## src/rtl/ipl_pkg.sv

```systemverilog
package ipl_pkg;
  localparam int LVL_W      = 3;
  localparam int NUM_LEVELS = 8;
  typedef logic [LVL_W-1:0] ipl_t;
endpackage

```

## src/rtl/ipl_req_latch.sv

```systemverilog
module ipl_req_latch #(
  parameter int NUM_SRC = 8,
  localparam int ID_W   = (NUM_SRC > 1) ? $clog2(NUM_SRC) : 1
) (
  input  logic               clk,
  input  logic               rst_n,
  input  logic [NUM_SRC-1:0] req_in,
  input  logic               clr_en,
  input  logic [ID_W-1:0]    clr_idx,
  output logic [NUM_SRC-1:0] pending
);
  logic [NUM_SRC-1:0] pend_nxt;

  always_comb begin
    pend_nxt = pending | req_in;
    if (clr_en) pend_nxt[clr_idx] = 1'b0;
  end

  always_ff @(posedge clk or negedge rst_n) begin
    if (!rst_n) pending <= '0;
    else        pending <= pend_nxt;
  end
endmodule

```

## src/rtl/ipl_arbiter.sv

```systemverilog
module ipl_arbiter
  import ipl_pkg::*;
#(
  parameter int NUM_SRC = 8,
  localparam int ID_W   = (NUM_SRC > 1) ? $clog2(NUM_SRC) : 1
) (
  input  logic [NUM_SRC-1:0]       pending,
  input  logic [NUM_SRC*LVL_W-1:0] src_level,
  input  ipl_t                     cur_level,
  output logic                     win_valid,
  output logic [ID_W-1:0]          win_id,
  output ipl_t                     win_level
);
  ipl_t lvl_arr [NUM_SRC];

  for (genvar g = 0; g < NUM_SRC; g++) begin : g_unpack
    assign lvl_arr[g] = src_level[g*LVL_W +: LVL_W];
  end

  always_comb begin
    win_valid = 1'b0;
    win_id    = '0;
    win_level = '0;
    for (int i = 0; i < NUM_SRC; i++) begin
      if (pending[i] && (lvl_arr[i] > cur_level) &&
          (!win_valid || (lvl_arr[i] > win_level))) begin
        win_valid = 1'b1;
        win_id    = ID_W'(i);
        win_level = lvl_arr[i];
      end
    end
  end
endmodule

```

## src/rtl/ipl_level_stack.sv

```systemverilog
module ipl_level_stack
  import ipl_pkg::*;
#(
  parameter int DEPTH  = 8,
  localparam int CNT_W = $clog2(DEPTH + 1),
  localparam int ADR_W = (DEPTH > 1) ? $clog2(DEPTH) : 1
) (
  input  logic clk,
  input  logic rst_n,
  input  logic push,
  input  logic pop,
  input  ipl_t push_data,
  output ipl_t top,
  output logic full,
  output logic empty
);
  ipl_t             mem [DEPTH];
  logic [CNT_W-1:0] cnt;
  logic [CNT_W-1:0] cnt_nxt;
  logic [ADR_W-1:0] wr_idx;
  logic [ADR_W-1:0] rd_idx;

  assign full   = (cnt == CNT_W'(DEPTH));
  assign empty  = (cnt == '0);
  assign wr_idx = ADR_W'(cnt);
  assign rd_idx = ADR_W'(cnt - 1'b1);
  assign top    = empty ? '0 : mem[rd_idx];

  always_comb begin
    cnt_nxt = cnt;
    if (push && !full)       cnt_nxt = cnt + 1'b1;
    else if (pop && !empty)  cnt_nxt = cnt - 1'b1;
  end

  always_ff @(posedge clk or negedge rst_n) begin
    if (!rst_n) cnt <= '0;
    else        cnt <= cnt_nxt;
  end

  always_ff @(posedge clk) begin
    if (push && !full) mem[wr_idx] <= push_data;
  end
endmodule

```

## src/rtl/ipl_ctrl.sv

```systemverilog
module ipl_ctrl
  import ipl_pkg::*;
#(
  parameter int NUM_SRC     = 8,
  parameter int STACK_DEPTH = 8,
  localparam int ID_W       = (NUM_SRC > 1) ? $clog2(NUM_SRC) : 1
) (
  input  logic                     clk,
  input  logic                     rst_n,
  input  logic [NUM_SRC-1:0]       irq_req,
  input  logic [NUM_SRC*LVL_W-1:0] src_level,
  input  logic                     at_boundary,
  input  logic                     int_ack,
  input  logic                     int_ret,
  output logic                     int_out,
  output logic                     vec_valid,
  output logic [ID_W-1:0]          vec_id,
  output ipl_t                     cur_level,
  output logic                     stack_err
);
  logic [NUM_SRC-1:0] pending;
  logic               win_valid;
  logic [ID_W-1:0]    win_id;
  ipl_t               win_level;
  ipl_t               stk_top;
  logic               stk_full, stk_empty;
  logic               accept_try, do_push, do_pop, err_set;
  ipl_t               cur_nxt;
  logic               vv_nxt, err_nxt;
  logic [ID_W-1:0]    vid_nxt;

  ipl_req_latch #(.NUM_SRC(NUM_SRC)) u_latch (
    .clk(clk), .rst_n(rst_n), .req_in(irq_req),
    .clr_en(do_push), .clr_idx(win_id), .pending(pending)
  );

  ipl_arbiter #(.NUM_SRC(NUM_SRC)) u_arb (
    .pending(pending), .src_level(src_level), .cur_level(cur_level),
    .win_valid(win_valid), .win_id(win_id), .win_level(win_level)
  );

  ipl_level_stack #(.DEPTH(STACK_DEPTH)) u_stack (
    .clk(clk), .rst_n(rst_n), .push(do_push), .pop(do_pop),
    .push_data(cur_level), .top(stk_top), .full(stk_full), .empty(stk_empty)
  );

  assign int_out    = win_valid && at_boundary;
  assign accept_try = int_ack && int_out && !int_ret;
  assign do_push    = accept_try && !stk_full;
  assign do_pop     = int_ret && !stk_empty;
  assign err_set    = (int_ret && stk_empty) || (accept_try && stk_full);

  always_comb begin
    cur_nxt = cur_level;
    if (do_pop)       cur_nxt = stk_top;
    else if (do_push) cur_nxt = win_level;
    vv_nxt  = do_push;
    vid_nxt = do_push ? win_id : vec_id;
    err_nxt = stack_err || err_set;
  end

  always_ff @(posedge clk or negedge rst_n) begin
    if (!rst_n) begin
      cur_level <= '0;
      vec_valid <= 1'b0;
      vec_id    <= '0;
      stack_err <= 1'b0;
    end else begin
      cur_level <= cur_nxt;
      vec_valid <= vv_nxt;
      vec_id    <= vid_nxt;
      stack_err <= err_nxt;
    end
  end
endmodule

```

## config.mk

```make
export PLATFORM = sky130hd
export DESIGN_NAME = ipl_ctrl
export DESIGN_NICKNAME = d
export VERILOG_FILES = /design/src/rtl/ipl_pkg.sv /design/src/rtl/ipl_req_latch.sv /design/src/rtl/ipl_arbiter.sv /design/src/rtl/ipl_level_stack.sv /design/src/rtl/ipl_ctrl.sv
export SDC_FILE = /design/constraint.sdc
export NUM_CORES = 1
export LEC_CHECK = 0
export BUFFER_PORTS_ARGS = -buffer_cell sky130_fd_sc_hd__clkbuf_2
export CAP_MARGIN = 25
export CORE_MARGIN = 3
export CORE_UTILIZATION = 51
export CTS_CLUSTER_SIZE = 28
export DETAILED_ROUTE_END_ITERATION = 10
export PLACE_DENSITY = 0.71
export SYNTH_ARGS = -nofsm -noshare
export SYNTH_HDL_FRONTEND = slang
export SYNTH_SLANG_ARGS = --single-unit
```

## constraint.sdc

```tcl
create_clock -name clk -period 11.2 [get_ports clk]
set_clock_uncertainty 0.15 [all_clocks]
set_input_delay 1.68 -clock clk [delete_from_list [all_inputs] [get_ports clk]]
set_output_delay 1.68 -clock clk [all_outputs]
set_load 0.005 [all_outputs]
```

Word-level counts from Yosys, hierarchy flattened
Memories as Yosys holds them, arrays and structs flattened. Cells that the tools add are included.

Bitwise logic cells: 3. Muxes and demuxes: 33. $lt $le $gt $ge: 17. Equal/unequal tests: 1. $add $sub $neg: 2. Reductions and logical operators: 47.

Operator list (count): > comparator 3 bit (15); two-way mux 3 bit (15); logical AND 1 bit (25); two-way mux 1 bit (12); logical NOT 1 bit (10); logical OR 1 bit (9); AND 8 bit (1); two-way mux 4 bit (2); two-way mux 8 bit (1); NOT 8 bit (1); OR 8 bit (1); adder 4 x 1 -> 4 bit, second input constant (1); equality test 4 bit, second input constant (1); logical NOT 4 bit (1); less-than comparator 3 x 4 -> 1 bit, second input constant (1); two-way mux 2 bit (2); nonzero test 2 bit (2); subtractor 4 x 1 -> 4 bit, second input constant (1); demux 1 bit (select 3 bit) (1); >= comparator 3 x 1 -> 1 bit, second input constant (1).

Register bits after elaboration: 20. Output and inout port bits: 9. Memories kept: 1. Input bits: 37. Logic and storage cells: 110. Memory bits (writable): 24.

Memory list: u_stack.mem (words 8, bits a word 3, read ports 1, clocked after memory_dff 0, wr ports 1, line ipl_level_stack.sv:17) `ipl_t mem [DEPTH];`.

Logic depth before layout (Yosys ltp)
Depth after elaboration: 38. Mapped depth: 67. Mapped depth without buffers: 63.

Hierarchy
A second synthesis with hierarchy kept.

Cell total of the unflattened synthesis: 363. Area total of the unflattened synthesis: 3628.5 µm².

Modules (own cells, without submodules): ipl_arbiter (seq. area each 0.0 µm², area an instance 1606.5 µm², cells each 210, instances 1); ipl_level_stack (seq. area each 820.8 µm², area an instance 1348.8 µm², cells each 96, instances 1); ipl_ctrl (seq. area each 200.2 µm², area an instance 375.4 µm², cells each 33, instances 1); ipl_req_latch (seq. area each 200.2 µm², area an instance 297.8 µm², cells each 24, instances 1).

Least setup slack after synthesis
OpenSTA, ideal clock, no wires.

Kind: input to register. Start point: input port src_level[0]. End point: register u_latch.pending[2]. Cell stages on the path: 64. Setup time: 0.121 ns. Setup slack: -0.313 ns. Arrival: 11.242 ns. Cell sequence: inv_1 > ha_1 > nand2b_1 > a32oi_1 > and2_1 > nand2_1 > ha_1 > nor2b_1 > o21a_1 > o21ai_0 > a21oi_1 > a22o_1 > inv_1 > ha_1 > nor2b_1 > o21ai_0 > a32oi_1 > a21oi_1 > [... 28 more ...] > and2_1 > ha_1 > a21o_1 > a21oi_1 > a311oi_1 > a41oi_2 > buf_2 > nor2_1 > a31oi_1 > ha_1 > inv_1 > a21o_1 > a21oi_1 > a311oi_1 > a31oi_2 > nand3_4 > or3_1 > o22a_1.

Longest elaborated chain between the ends: 38.

RTL lines: from (decl) (line ipl_ctrl.sv:11) `input logic [NUM_SRC*LVL_W-1:0] src_level,`; > comparator 3 bit (line ipl_arbiter.sv:25) `if (pending[i] && (lvl_arr[i] > cur_level) &&`; logical AND 1 bit (line ipl_arbiter.sv:25); two-way mux 3 bit or two-way mux 1 bit (tied branches) (line ipl_arbiter.sv:25); > comparator 3 bit or logical NOT 1 bit (tied branches) (line ipl_arbiter.sv:26) `(!win_valid || (lvl_arr[i] > win_level))) begin`; logical OR 1 bit (line ipl_arbiter.sv:26); logical AND 1 bit (line ipl_arbiter.sv:25); two-way mux 3 bit or two-way mux 1 bit (tied branches) (line ipl_arbiter.sv:25); > comparator 3 bit or logical NOT 1 bit (tied branches) (line ipl_arbiter.sv:26); [... 23 more ...]; less-than comparator 3 x 4 -> 1 bit (not written as such) or >= comparator 3 x 1 -> 1 bit (tied branches) (line ipl_req_latch.sv:16) `if (clr_en) pend_nxt[clr_idx] = 1'b0;`; logical AND 1 bit (not written as such) (line ipl_req_latch.sv:16); two-way mux 1 bit (not written as such) (line ipl_req_latch.sv:16); demux 1 bit (select 3 bit); NOT 8 bit (no line); AND 8 bit (no line); two-way mux 8 bit (*) (line ipl_req_latch.sv:16); named net u_latch.pend_nxt[2] (line ipl_req_latch.sv:12) `logic [NUM_SRC-1:0] pend_nxt;`; to (signal assigned) (line ipl_req_latch.sv:21) `else pending <= pend_nxt;`; to (decl) (line ipl_req_latch.sv:10) `output logic [NUM_SRC-1:0] pending`.

Mark *: on every way through the listed nets, which the timed path passes. The rest lies on a longest branch. A chain may end at the register's enable or synchronous reset.

Worst setup path after layout
Start point: input port src_level[1]. End point: register cur_level[0].

Longest elaborated chain between the ends: 36.

RTL lines: > comparator 3 bit (line ipl_arbiter.sv:25); logical AND 1 bit (line ipl_arbiter.sv:25); two-way mux 3 bit or two-way mux 1 bit (tied branches) (line ipl_arbiter.sv:25); > comparator 3 bit or logical NOT 1 bit (tied branches) (line ipl_arbiter.sv:26); logical OR 1 bit (line ipl_arbiter.sv:26); logical AND 1 bit (line ipl_arbiter.sv:25); two-way mux 3 bit or two-way mux 1 bit (tied branches) (line ipl_arbiter.sv:25); > comparator 3 bit or logical NOT 1 bit (tied branches) (line ipl_arbiter.sv:26); [... 19 more ...]; > comparator 3 bit or logical NOT 1 bit (tied branches) (line ipl_arbiter.sv:26); logical OR 1 bit (line ipl_arbiter.sv:26); logical AND 1 bit (line ipl_arbiter.sv:25); two-way mux 1 bit (line ipl_arbiter.sv:25); logical AND 1 bit (line ipl_ctrl.sv:47) `assign int_out = win_valid && at_boundary;`; logical AND 1 bit (2 in a row) (line ipl_ctrl.sv:48) `assign accept_try = int_ack && int_out && !int_ret;`; logical AND 1 bit (line ipl_ctrl.sv:49) `assign do_push = accept_try && !stk_full;`; nonzero test 2 bit (no line); to (signal assigned) (line ipl_ctrl.sv:69) `cur_level <= cur_nxt;`; to (decl) (line ipl_ctrl.sv:18) `output ipl_t cur_level,`.

Several ways; a longest one is shown, not always the timed one. The select of a mux whose other input is x is not followed.

==> results by group <==
Global routing
  – GRT Util Overall: between 20% and 30%
  – Vias in the first global route: between 3000 and 4000
  – Remaining global-route overflow: 0
  – First-pass GRT wire length: approximately 15000 um
  – Largest net degree at the start of global routing: 21
  – Antenna violations before repair: 0

Worst setup path
  – WS Path Type: primary input to register
  – R2R Path End: cur_level[0]
  – Critical Path RT: roughly 11000 ps
  – Crit-path slowest cell: a311o_1
  – Crit-path max cell delay: ~350 ps
  – Top cell by count, worst path: a21oi_2
  – R2R cell count: 63
  – CP endpoint kind: register
  – Max Fanout on Critical Path: 6
  – Critical R2R Launch: cur_level[1]
  – CP bufs+invs: 11
  – Crit-path leading delay family: compound AO/OA/AOI/OAI gates
  – Startpoint class of the critical path: primary input
  – Register-to-register setup slack: 600 ps
  – CP arrival: roughly 11000 ps

Drt
  – Wire per inst: approximately 17 um
  – Final WL: between 9000 and 10000 um
  – DR DRC count: 0
  – Drt initial violations: 164
  – Via Count: roughly 3200
  – DRT antenna net count: 0
  – Pre-antenna DRT Iters: 4
  – Via-per-instance ratio: about 5.9

Clocking
  – Clock Sinks: 44
  – Hold_buf cts: 0
  – CTS buffer count: 5
  – Latest clock arrival within the worst-skew pair: approximately 300 ps
  – Root buffer cell: clkbuf_8
  – Reg clk slew, reported paths: ~80 ps
  – H-tree depth: 2
  – CTS tree: done
  – Max Buffers Root-to-Sink: 2

STA
  – Final Setup Violations: 5
  – Minimum clock period: 11280 ps
  – Final period util: 100.7%
  – Slew headroom: around 47%
  – Slew @ Worst Pin: around 800 ps
  – RSZ-0062 raised after global routing: true
  – Max-slew violation count: 0
  – FMAX: 0.08867 GHz
  – Setup WS post-layout: -77.25 ps
  – Hold Violations, Final: 0

Hold path
  – Hold Crit Class: register to register
  – Hold worst-path end: stack_err
  – Min-delay src: stack_err
  – Hold-critical path depth: 1

Floorplan
  – DIE AREA: a little under 8000 um^2
  – Ports: 46
  – Core area: around 6500 um^2
  – Site Rows: 29
  – Die Wd: roughly 88 um
  – Die Y: approximately 90 um
  – Initial core utilization: around 54%

Finish
  – Layout net count: 550
  – Diodes inserted: 0
  – Layout cells sized above 1: 44.54%
  – Fin area: just under 5000 um^2
  – Layout area overhead: 39.39%
  – Fillers: 470

Placement
  – DP HPWL: around 7000 um
  – Placed cell areas: roughly 4200 um^2
  – # port buffers: 45
  – GP Congestion: slightly above 0.9

Outcome
  – Status: finished with violations
  – Failing checks: setup timing

Synth
  – Cells after synthesis: approximately 350
  – Netlist Area Pre-Place: between 3000 and 4000 um^2
  – Synth area leader: edfxtp_1
  – Top cells by area, synth: edfxtp_1 (21%), ha_1 (17%), dfrtp_1 (14%)
  – Share of Yosys cell area claimed by the top area cell type: 20.85%
  – Async SR Flop Fraction: 45.45%
  – Syn Area/Cell: roughly 9.9 um^2
  – Post-synth EDFFs: 24
  – Top FF cell, synth: edfxtp_1
  – Post-synth cell types: 58
  – Part of the Yosys area used for sequential elements: between 30% and 40%
  – Synth warn: 0
  – Synthesized flop and latch total: between 40 and 50
  – Post-Syn Nets: around 430

Run
  – Max Cap Viol: 0
==> through the flow <==
step | cells | TNS [ps] | worst slack, ps | utilization [%] | hold WS (ps)
2_1_floorplan | 348 | -113.3 | -56.68 | - | 317.8
5_1_grt | 544 | -5231 | -508.8 | 74.58 | 368.3
3_5_place_dp | 510 | -6320 | -621.4 | 64.65 | 320.4
6_report | 544 | -259.6 | -77.25 | 74.58 | 337.2
4_1_cts | 537 | 0 | 0.8304 | 70.94 | 343.2
3_3_place_gp | 510 | -2219 | -319.1 | 64.65 | 312.5
==> layout make-up <==
type	count	area, um^2	area share (%)
clock buffer	6	82.58	1.714
multi-input combinational	264	2430	50.44
tap	77	96.34	2.000
sequential	44	1221	25.35
clock inverter	2	15.01	0.3117
timing repair buffer	121	844.6	17.53
inverter	30	127.6	2.649
==> logic make-up after synthesis <==
group                    after synthesis  synth area share, %
adder cells (fa/ha/maj)               47                17.02
XOR/XNOR                               3               0.7605
buffers and inverters                 40                5.322
multiplexers                          10                5.069
AO/OA/AOI/OAI                        100                21.58
flip-flops                            44                35.34
AND/OR/NAND/NOR                      104                14.92
==> metal layers <==
metal / share of wire (%) / up-vias / track usage, %
met5: 0 / - / 0
met4: 2.7 / 0 / 7.692
met3: 4.3 / 25 / 4.469
met2: 49 / 104 / 42.22
met1: 44 / 1535 / 33.61
li1: - / 1554 / -
==> worst register-to-register path, delay by kind of cell, from the launching register on <==
family                   cells  cell delay [ps]
AO/OA/AOI/OAI               32             4630
adder cells (fa/ha/maj)      8             2060
buffers and inverters       11             1370
flip-flops                   1              580
AND/OR/NAND/NOR             12             1740
==> worst max-delay path by stage <==
stage                         endpoint    startpoint  cells past startpoint
finish                    cur_level[0]  src_level[1]                     63
global route              cur_level[2]  src_level[1]                     64
CTS                 u_latch.pending[2]  src_level[1]                     62
detailed placement  u_latch.pending[2]  src_level[0]                     59
global placement    u_latch.pending[0]  src_level[1]                     58
floorplan           u_latch.pending[2]  src_level[1]                     61
==> state kept, by name (all words and copies together) (netlist names) <==
register	cells
vec_id	3
cur_level	3
u_latch.pending	8
vec_valid	1
u_stack.cnt	4
stack_err	1
u_stack.mem	24
==> placed cells by master, fill, tap and decap left out, types with 6 or more instances in the layout <==
master	n
clkbuf_8	7
edfxtp_1	24
buf_4	68
inv_1	25
a21oi_1	8
mux4_2	6
o21ai_0	7
nand3_1	9
dfrtp_1	20
a21o_1	7
nor2_1	30
a21oi_2	10
nand2_1	18
ha_1	33
clkbuf_2	42
ha_4	11
o21ai_1	7
buf_6	8
==> synth_stat cells, drive strengths merged, types with 5 or more instances <==
cell     number
nand2        22
or3           5
buf           9
edfxtp       24
a21o          7
o2111ai       6
and2          7
mux4          6
o211ai        5
o21ai        17
dfrtp        20
a21oi        18
ha           47
inv          29
nor3          5
nor2         36
nand3        10
a31oi         6
==> timing repair <==
action / in CTS / in global routing
gates resized for setup: 29 / 37
pin swaps: 27 / 34
setup buffers: 19 / 9
endpoints found under the setup margin: 12 / 14
Power is left out: the tool's default activity adds up to more than one toggle a clock period on the data nets, which glitch-free logic cannot reach.
